### config.mk
export PLATFORM = sky130hd
export DESIGN_NAME = dma_channel_ctrl
export DESIGN_NICKNAME = d
export VERILOG_FILES = /design/src/rtl/dma_chan_pkg.sv /design/src/rtl/dma_xfer_regs.sv /design/src/rtl/dma_bus_seq.sv /design/src/rtl/dma_channel_ctrl.sv
export SDC_FILE = /design/constraint.sdc
export NUM_CORES = 1
export LEC_CHECK = 0
export ABC_AREA = 1
export BUFFER_PORTS_ARGS = -buffer_cell sky130_fd_sc_hd__buf_2
export CORE_AREA = 5 5 144 146
export CTS_CLUSTER_SIZE = 30
export DETAILED_ROUTE_END_ITERATION = 16
export DIE_AREA = 0 0 149 151
export PLACE_DENSITY = 0.48
export SETUP_SLACK_MARGIN = 0.5
export SLEW_MARGIN = 5
export SYNTH_ARGS = -nofsm -noshare
export SYNTH_HDL_FRONTEND = slang
export SYNTH_HIERARCHICAL = 1
export SYNTH_SLANG_ARGS = --single-unit
### constraint.sdc
create_clock -name clk -period 2.38 [get_ports clk]
set_input_delay 0.595 -clock clk [delete_from_list [all_inputs] [get_ports clk]]
set_output_delay 0.595 -clock clk [all_outputs]
set_load 0.01 [all_outputs]
### src/rtl/dma_chan_pkg.sv
package dma_chan_pkg;

    typedef enum logic [1:0] {
        XM_SINGLE  = 2'd0,
        XM_BLOCK   = 2'd1,
        XM_DEMAND  = 2'd2,
        XM_CASCADE = 2'd3
    } xfer_mode_e;

    typedef enum logic [1:0] {
        SQ_IDLE = 2'd0,
        SQ_REQ  = 2'd1,
        SQ_XFER = 2'd2,
        SQ_CASC = 2'd3
    } seq_state_e;

endpackage

### src/rtl/dma_xfer_regs.sv
module dma_xfer_regs
    import dma_chan_pkg::*;
#(
    parameter int ADDR_W = 16,
    parameter int CNT_W  = 16
) (
    input  logic              clk,
    input  logic              rst_n,
    input  logic              cfg_load,
    input  logic [1:0]        cfg_mode,
    input  logic              cfg_down,
    input  logic              cfg_autoinit,
    input  logic [ADDR_W-1:0] cfg_base_addr,
    input  logic [CNT_W-1:0]  cfg_base_cnt,
    input  logic              step,
    output xfer_mode_e        mode,
    output logic [ADDR_W-1:0] cur_addr,
    output logic              last_byte,
    output logic              chan_masked,
    output logic              tc_pulse
);

    localparam logic [ADDR_W-1:0] ADDR_ONE = ADDR_W'(1);
    localparam logic [CNT_W-1:0]  CNT_ONE  = CNT_W'(1);
    localparam logic [CNT_W-1:0]  CNT_ZERO = '0;

    typedef struct packed {
        logic [ADDR_W-1:0] base_addr;
        logic [CNT_W-1:0]  base_cnt;
        logic [ADDR_W-1:0] cur_addr;
        logic [CNT_W-1:0]  cur_cnt;
        xfer_mode_e        mode;
        logic              down;
        logic              autoinit;
        logic              masked;
        logic              tc;
    } regs_t;

    regs_t regs_d, regs_q;

    always_comb begin
        regs_d    = regs_q;
        regs_d.tc = 1'b0;
        if (cfg_load) begin
            regs_d.base_addr = cfg_base_addr;
            regs_d.base_cnt  = cfg_base_cnt;
            regs_d.cur_addr  = cfg_base_addr;
            regs_d.cur_cnt   = cfg_base_cnt;
            regs_d.mode      = xfer_mode_e'(cfg_mode);
            regs_d.down      = cfg_down;
            regs_d.autoinit  = cfg_autoinit;
            regs_d.masked    = 1'b0;
        end else if (step) begin
            regs_d.cur_addr = regs_q.down ? regs_q.cur_addr - ADDR_ONE
                                          : regs_q.cur_addr + ADDR_ONE;
            regs_d.cur_cnt  = regs_q.cur_cnt - CNT_ONE;
            if (regs_q.cur_cnt == CNT_ZERO) begin
                regs_d.tc = 1'b1;
                if (regs_q.autoinit) begin
                    regs_d.cur_addr = regs_q.base_addr;
                    regs_d.cur_cnt  = regs_q.base_cnt;
                end else begin
                    regs_d.masked = 1'b1;
                end
            end
        end
    end

    always_ff @(posedge clk or negedge rst_n) begin
        if (!rst_n) begin
            regs_q          <= '0;
            regs_q.mode     <= XM_SINGLE;
            regs_q.masked   <= 1'b1;
        end else begin
            regs_q <= regs_d;
        end
    end

    assign mode        = regs_q.mode;
    assign cur_addr    = regs_q.cur_addr;
    assign last_byte   = (regs_q.cur_cnt == CNT_ZERO);
    assign chan_masked = regs_q.masked;
    assign tc_pulse    = regs_q.tc;

    // terminal count never lasts longer than one cycle
    a_r8_tc_one_cycle: assert property (@(posedge clk) disable iff (!rst_n)
        tc_pulse |=> !tc_pulse);

    // one step of the address per transferred byte, in the loaded direction
    a_r7_addr_step: assert property (@(posedge clk) disable iff (!rst_n)
        (step && !cfg_load && !last_byte) |=>
        (cur_addr == ($past(regs_q.down) ? $past(cur_addr) - ADDR_ONE
                                         : $past(cur_addr) + ADDR_ONE)));

    // auto-reload restores the base address at terminal count
    a_r9_reload: assert property (@(posedge clk) disable iff (!rst_n)
        (step && !cfg_load && last_byte && regs_q.autoinit) |=>
        (cur_addr == $past(regs_q.base_addr) && !chan_masked));

    // terminal count without auto-reload masks the channel
    a_r10_mask_at_tc: assert property (@(posedge clk) disable iff (!rst_n)
        (step && !cfg_load && last_byte && !regs_q.autoinit) |=> chan_masked);

endmodule

### src/rtl/dma_bus_seq.sv
module dma_bus_seq
    import dma_chan_pkg::*;
(
    input  logic       clk,
    input  logic       rst_n,
    input  logic       cfg_load,
    input  xfer_mode_e mode,
    input  logic       chan_masked,
    input  logic       last_byte,
    input  logic       dev_req,
    input  logic       bus_hold_ack,
    output logic       hold_req,
    output logic       dev_ack,
    output logic       addr_en,
    output logic       step
);

    typedef struct packed {
        seq_state_e st;
    } seq_t;

    seq_t seq_d, seq_q;

    always_comb begin
        seq_d = seq_q;
        unique case (seq_q.st)
            SQ_IDLE: begin
                if (!chan_masked && dev_req && !bus_hold_ack)
                    seq_d.st = SQ_REQ;
            end
            SQ_REQ: begin
                if (bus_hold_ack)
                    seq_d.st = (mode == XM_CASCADE) ? SQ_CASC : SQ_XFER;
            end
            SQ_XFER: begin
                if (last_byte) begin
                    seq_d.st = SQ_IDLE;
                end else begin
                    unique case (mode)
                        XM_BLOCK:  seq_d.st = SQ_XFER;
                        XM_DEMAND: seq_d.st = dev_req ? SQ_XFER : SQ_IDLE;
                        default:   seq_d.st = SQ_IDLE;
                    endcase
                end
            end
            SQ_CASC: begin
                if (!dev_req)
                    seq_d.st = SQ_IDLE;
            end
            default: seq_d.st = SQ_IDLE;
        endcase
        if (cfg_load)
            seq_d.st = SQ_IDLE;
    end

    always_ff @(posedge clk or negedge rst_n) begin
        if (!rst_n) seq_q.st <= SQ_IDLE;
        else        seq_q    <= seq_d;
    end

    assign hold_req = (seq_q.st != SQ_IDLE);
    assign dev_ack  = (seq_q.st == SQ_XFER) || (seq_q.st == SQ_CASC);
    assign addr_en  = (seq_q.st == SQ_XFER);
    assign step     = (seq_q.st == SQ_XFER) && !cfg_load;

    // an acknowledge to the device only starts after the bus was granted
    a_r2_grant_first: assert property (@(posedge clk) disable iff (!rst_n)
        $rose(dev_ack) |-> $past(bus_hold_ack));

    // single mode hands the bus back after every byte
    a_r3_single_release: assert property (@(posedge clk) disable iff (!rst_n)
        (addr_en && mode == XM_SINGLE && !cfg_load) |=> !hold_req);

    // cascade never drives addresses
    a_r6_casc_no_addr: assert property (@(posedge clk) disable iff (!rst_n)
        (mode == XM_CASCADE) |-> !addr_en);

    // a configuration strobe ends any tenure
    a_r11_load_idles: assert property (@(posedge clk) disable iff (!rst_n)
        cfg_load |=> !hold_req);

endmodule

### src/rtl/dma_channel_ctrl.sv
module dma_channel_ctrl
    import dma_chan_pkg::*;
#(
    parameter int ADDR_W = 16,
    parameter int CNT_W  = 16
) (
    input  logic              clk,
    input  logic              rst_n,
    input  logic              cfg_load,
    input  logic [1:0]        cfg_mode,
    input  logic              cfg_down,
    input  logic              cfg_autoinit,
    input  logic [ADDR_W-1:0] cfg_base_addr,
    input  logic [CNT_W-1:0]  cfg_base_cnt,
    input  logic              dev_req,
    output logic              dev_ack,
    output logic              bus_hold_req,
    input  logic              bus_hold_ack,
    output logic [ADDR_W-1:0] mem_addr,
    output logic              mem_addr_en,
    output logic              tc_pulse
);

    xfer_mode_e mode;
    logic       last_byte;
    logic       chan_masked;
    logic       step;

    dma_xfer_regs #(
        .ADDR_W(ADDR_W),
        .CNT_W (CNT_W)
    ) u_regs (
        .clk          (clk),
        .rst_n        (rst_n),
        .cfg_load     (cfg_load),
        .cfg_mode     (cfg_mode),
        .cfg_down     (cfg_down),
        .cfg_autoinit (cfg_autoinit),
        .cfg_base_addr(cfg_base_addr),
        .cfg_base_cnt (cfg_base_cnt),
        .step         (step),
        .mode         (mode),
        .cur_addr     (mem_addr),
        .last_byte    (last_byte),
        .chan_masked  (chan_masked),
        .tc_pulse     (tc_pulse)
    );

    dma_bus_seq u_seq (
        .clk         (clk),
        .rst_n       (rst_n),
        .cfg_load    (cfg_load),
        .mode        (mode),
        .chan_masked (chan_masked),
        .last_byte   (last_byte),
        .dev_req     (dev_req),
        .bus_hold_ack(bus_hold_ack),
        .hold_req    (bus_hold_req),
        .dev_ack     (dev_ack),
        .addr_en     (mem_addr_en),
        .step        (step)
    );

    // terminal count is reported with the bus already released
    a_r8_tc_released: assert property (@(posedge clk) disable iff (!rst_n)
        tc_pulse |-> !mem_addr_en);

endmodule

==> results.json <==
{
  "outcome": "finished, final reports clean",
  "worst_pin_slew_ps": 429,
  "num_vias": 4314,
  "grt_max_degree": 41,
  "path_max_fanout": 6,
  "route.detailed.drc": 0,
  "fin_setup_tns_ps": 0,
  "powerDensity_nw_per_um2": 788,
  "crit_top_cell": "nand3_1",
  "finalMaxSlewViolations": 0,
  "via_per_inst": 4.29,
  "die-area_um2": 22500,
  "clock_sinks": 72,
  "nets": 796,
  "first_global_vias": 4278,
  "rsz0062_at_grt": "true",
  "cp.arrival_ps": 2090,
  "hold_slack_ps": 143,
  "portBuffers": 60,
  "min_path_type": "primary input to async pin",
  "finalHoldViolations": 0,
  "synth_area_leaders": "dfrtp_1, nand2_1, inv_1",
  "path_class": "register to register",
  "synth.distinct_cells": 35,
  "worst-r2r-cell-count": 10,
  "reg2reg_from": "u_regs/regs_q[3]",
  "cts_max_level": 3,
  "cpPeakStageDelay_ps": 530,
  "grt_usage": 0.119,
  "cts.path.max_buffers": 2,
  "synth_area_um2": 4750,
  "cts_buffers": 9,
  "ys_seq_elements": 72,
  "cp-startpoint": "u_regs/regs_q[3]",
  "wl_per_cell_um": 13.2,
  "core_area_um2": 19300,
  "finalPower_mw": 4.94,
  "slew_headroom": 0.713,
  "fin_area_um2": 6270,
  "drt_iter0_drc": 163,
  "crit_path_end_kind": "register",
  "place_area_um2": 5270,
  "drive_above_1_share": 0.274,
  "die_h_um": 151,
  "start_kind": "register",
  "max_freq_ghz": 0.536,
  "place.gp.congestion": 0.826,
  "path_clk_slew_ps": 60,
  "finClkSkew_ps": 9.46,
  "path_cells": "buf_8 > ha_4 > nand2_2 > nor2_2 > and2_1 > nand2_2 > nand3_1 > nand3_1 > nand3_1 > nand2_1",
  "wirelength_um": 13300,
  "finalSetupViolCount": 0,
  "netlist_instances": 671,
  "synth_fp_nets": 731,
  "initial_core_util": 0.246,
  "cts_tree": "yes",
  "drt_first_pass_iters": 4,
  "min_period_ps": 1870,
  "antenna_found_initial": 0,
  "peakVddDrop_uv": 366,
  "ys_warn_count": 6,
  "die_w_um": 149,
  "fp-row-count": 51,
  "grt_overflow": 0,
  "ios": 61,
  "cp_slowest_cell": "dfrtp_4",
  "multiInputGateArea_um2": 2840,
  "insertion_delay_ps": 350,
  "required_ps": 2610,
  "yosysTopAreaCellShare": 0.374,
  "yosys.area.top_type": "dfrtp_1",
  "p_leak_nw": 3.15,
  "final.fill_count": 2126,
  "grt_pass1_wl_um": 21300,
  "drtAntennaViolNets": 0,
  "finalCritPeriodShare": 0.784,
  "register_area_um2": 1810,
  "synth_seq_area_share": 0.380,
  "cts-root-buf": "clkbuf_16",
  "hpwl_um": 9450,
  "area_growth_pct": 32.2,
  "antenna_cells": 0,
  "max-cap-violations": 0,
  "syn_area_per_cell_um2": 7.07
}
synthesized netlist by cell type (all sizes together):
master and instances:
xor2 3, o211ai 1, o22ai 1, o21ai 40, dfrtp 71, nand3b 3, buf 27, nor3 4
and2 3, inv 83, dfstp 1, nand2 241, nor2 39, a21oi 24, ha 18, nand4 7
xnor2 11, nand3 45, a21boi 29, or2 2, fa 1, clkinv 1, o21bai 3, clkbuf 13
path summary, 6_finish.rpt:
path,endpoint,slack (ps)
hold reg to reg,u_regs/chan_masked,470
min in group clk,u_regs/mode[0],450
hold / removal,u_regs/regs_q[62],140
setup reg to reg,u_regs/cur_addr[13],510
max in group asynchronous,u_regs/chan_masked,1650
setup / recovery,u_regs/cur_addr[13],510
placed cells by master (no fill, tap or decap), types with 4 or more instances in the layout:
cell | netlist | final
nand2_1 | 240 | 207
inv_1 | 81 | 78
dfrtp_1 | 71 | 70
buf_2 | 4 | 59
nand3_1 | 44 | 34
o21ai_0 | 40 | 34
a21boi_0 | 29 | 29
buf_4 | 18 | 25
nand2_2 | 1 | 24
nor2_1 | 33 | 23
a21oi_1 | 24 | 21
ha_4 | 0 | 13
clkbuf_16 | 0 | 12
xnor2_1 | 11 | 11
nor2_2 | 6 | 10
nand3_2 | 1 | 10
nand2_4 | 0 | 9
nor2_4 | 0 | 6
nand4_1 | 6 | 6
inv_2 | 2 | 5
o21ai_2 | 0 | 4
ha_1 | 18 | 4
worst max-delay path: cells and delay by family (launching register included):
family / cells / cell delay [ps]
and+or+nand+nor: 8 / 750
DFF: 1 / 530
adders and majority gates: 1 / 300
buffers and inverters: 1 / 170
timing repair:
| action | CTS | global route |
|---|---|---|
| setup endpoints to repair | 33 | 33 |
| resized for setup | 27 | 92 |
| cloned | 0 | 3 |
| pin swaps | 4 | 27 |
| setup buffers | 5 | 11 |
| hold buffers | 0 | 0 |
flip-flops by register name, indices dropped and copies added (netlist names):
register / cells
u_regs/cur_addr: 16
u_seq/seq_q: 2
u_regs/mode: 2
u_regs/tc_pulse: 1
u_regs/chan_masked: 1
u_regs/regs_q: 50
routing by layer:
| metal | global-route usage | vias up | part of all wire |
|---|---|---|---|
| met5 | 0 | - | 0 |
| met4 | 0.0375 | 0 | 0.013 |
| met3 | 0.0269 | 12 | 0.039 |
| met2 | 0.204 | 55 | 0.49 |
| met1 | 0.149 | 2016 | 0.46 |
| li1 | - | 2231 | - |
report_power, final:
part / internal, mW / switching [mW] / total, mW / leakage (nW)
Clock: 0.898 / 0.530 / 1.43 / 0.149
Sequential: 1.40 / 0.204 / 1.60 / 0.855
Combinational: 0.844 / 1.06 / 1.91 / 2.14
Total: 3.14 / 1.80 / 4.94 / 3.15
kinds of logic after synthesis:
| kind of cell | after synthesis | share of synthesized area |
|---|---|---|
| AND/OR/NAND/NOR | 344 | 0.304 |
| adder cells (fa/ha/maj) | 19 | 0.0517 |
| flip-flops | 72 | 0.380 |
| buffers and inverters | 124 | 0.117 |
| XOR/XNOR | 14 | 0.0258 |
| AO/OA/AOI/OAI | 98 | 0.122 |
stage by stage:
step | utilization | setup slack, ps | cells
after CTS | 0.300 | 489 | 992
after global placement | 0.274 | 215 | 971
final | 0.325 | 514 | 1006
after detailed placement | 0.274 | 190 | 971
after global routing | 0.325 | 411 | 1006
after floorplan | - | 590 | 671
cell type report:
cell class / instances / share of cell area
multi-input cells: 475 / 0.452
flip-flops and latches: 72 / 0.288
repair buffers: 94 / 0.107
well taps: 265 / 0.0529
inverters: 84 / 0.0503
clock buffers: 14 / 0.0437
clock inverters: 2 / 0.00598
Note: power is estimated with default switching activity, not from simulation.
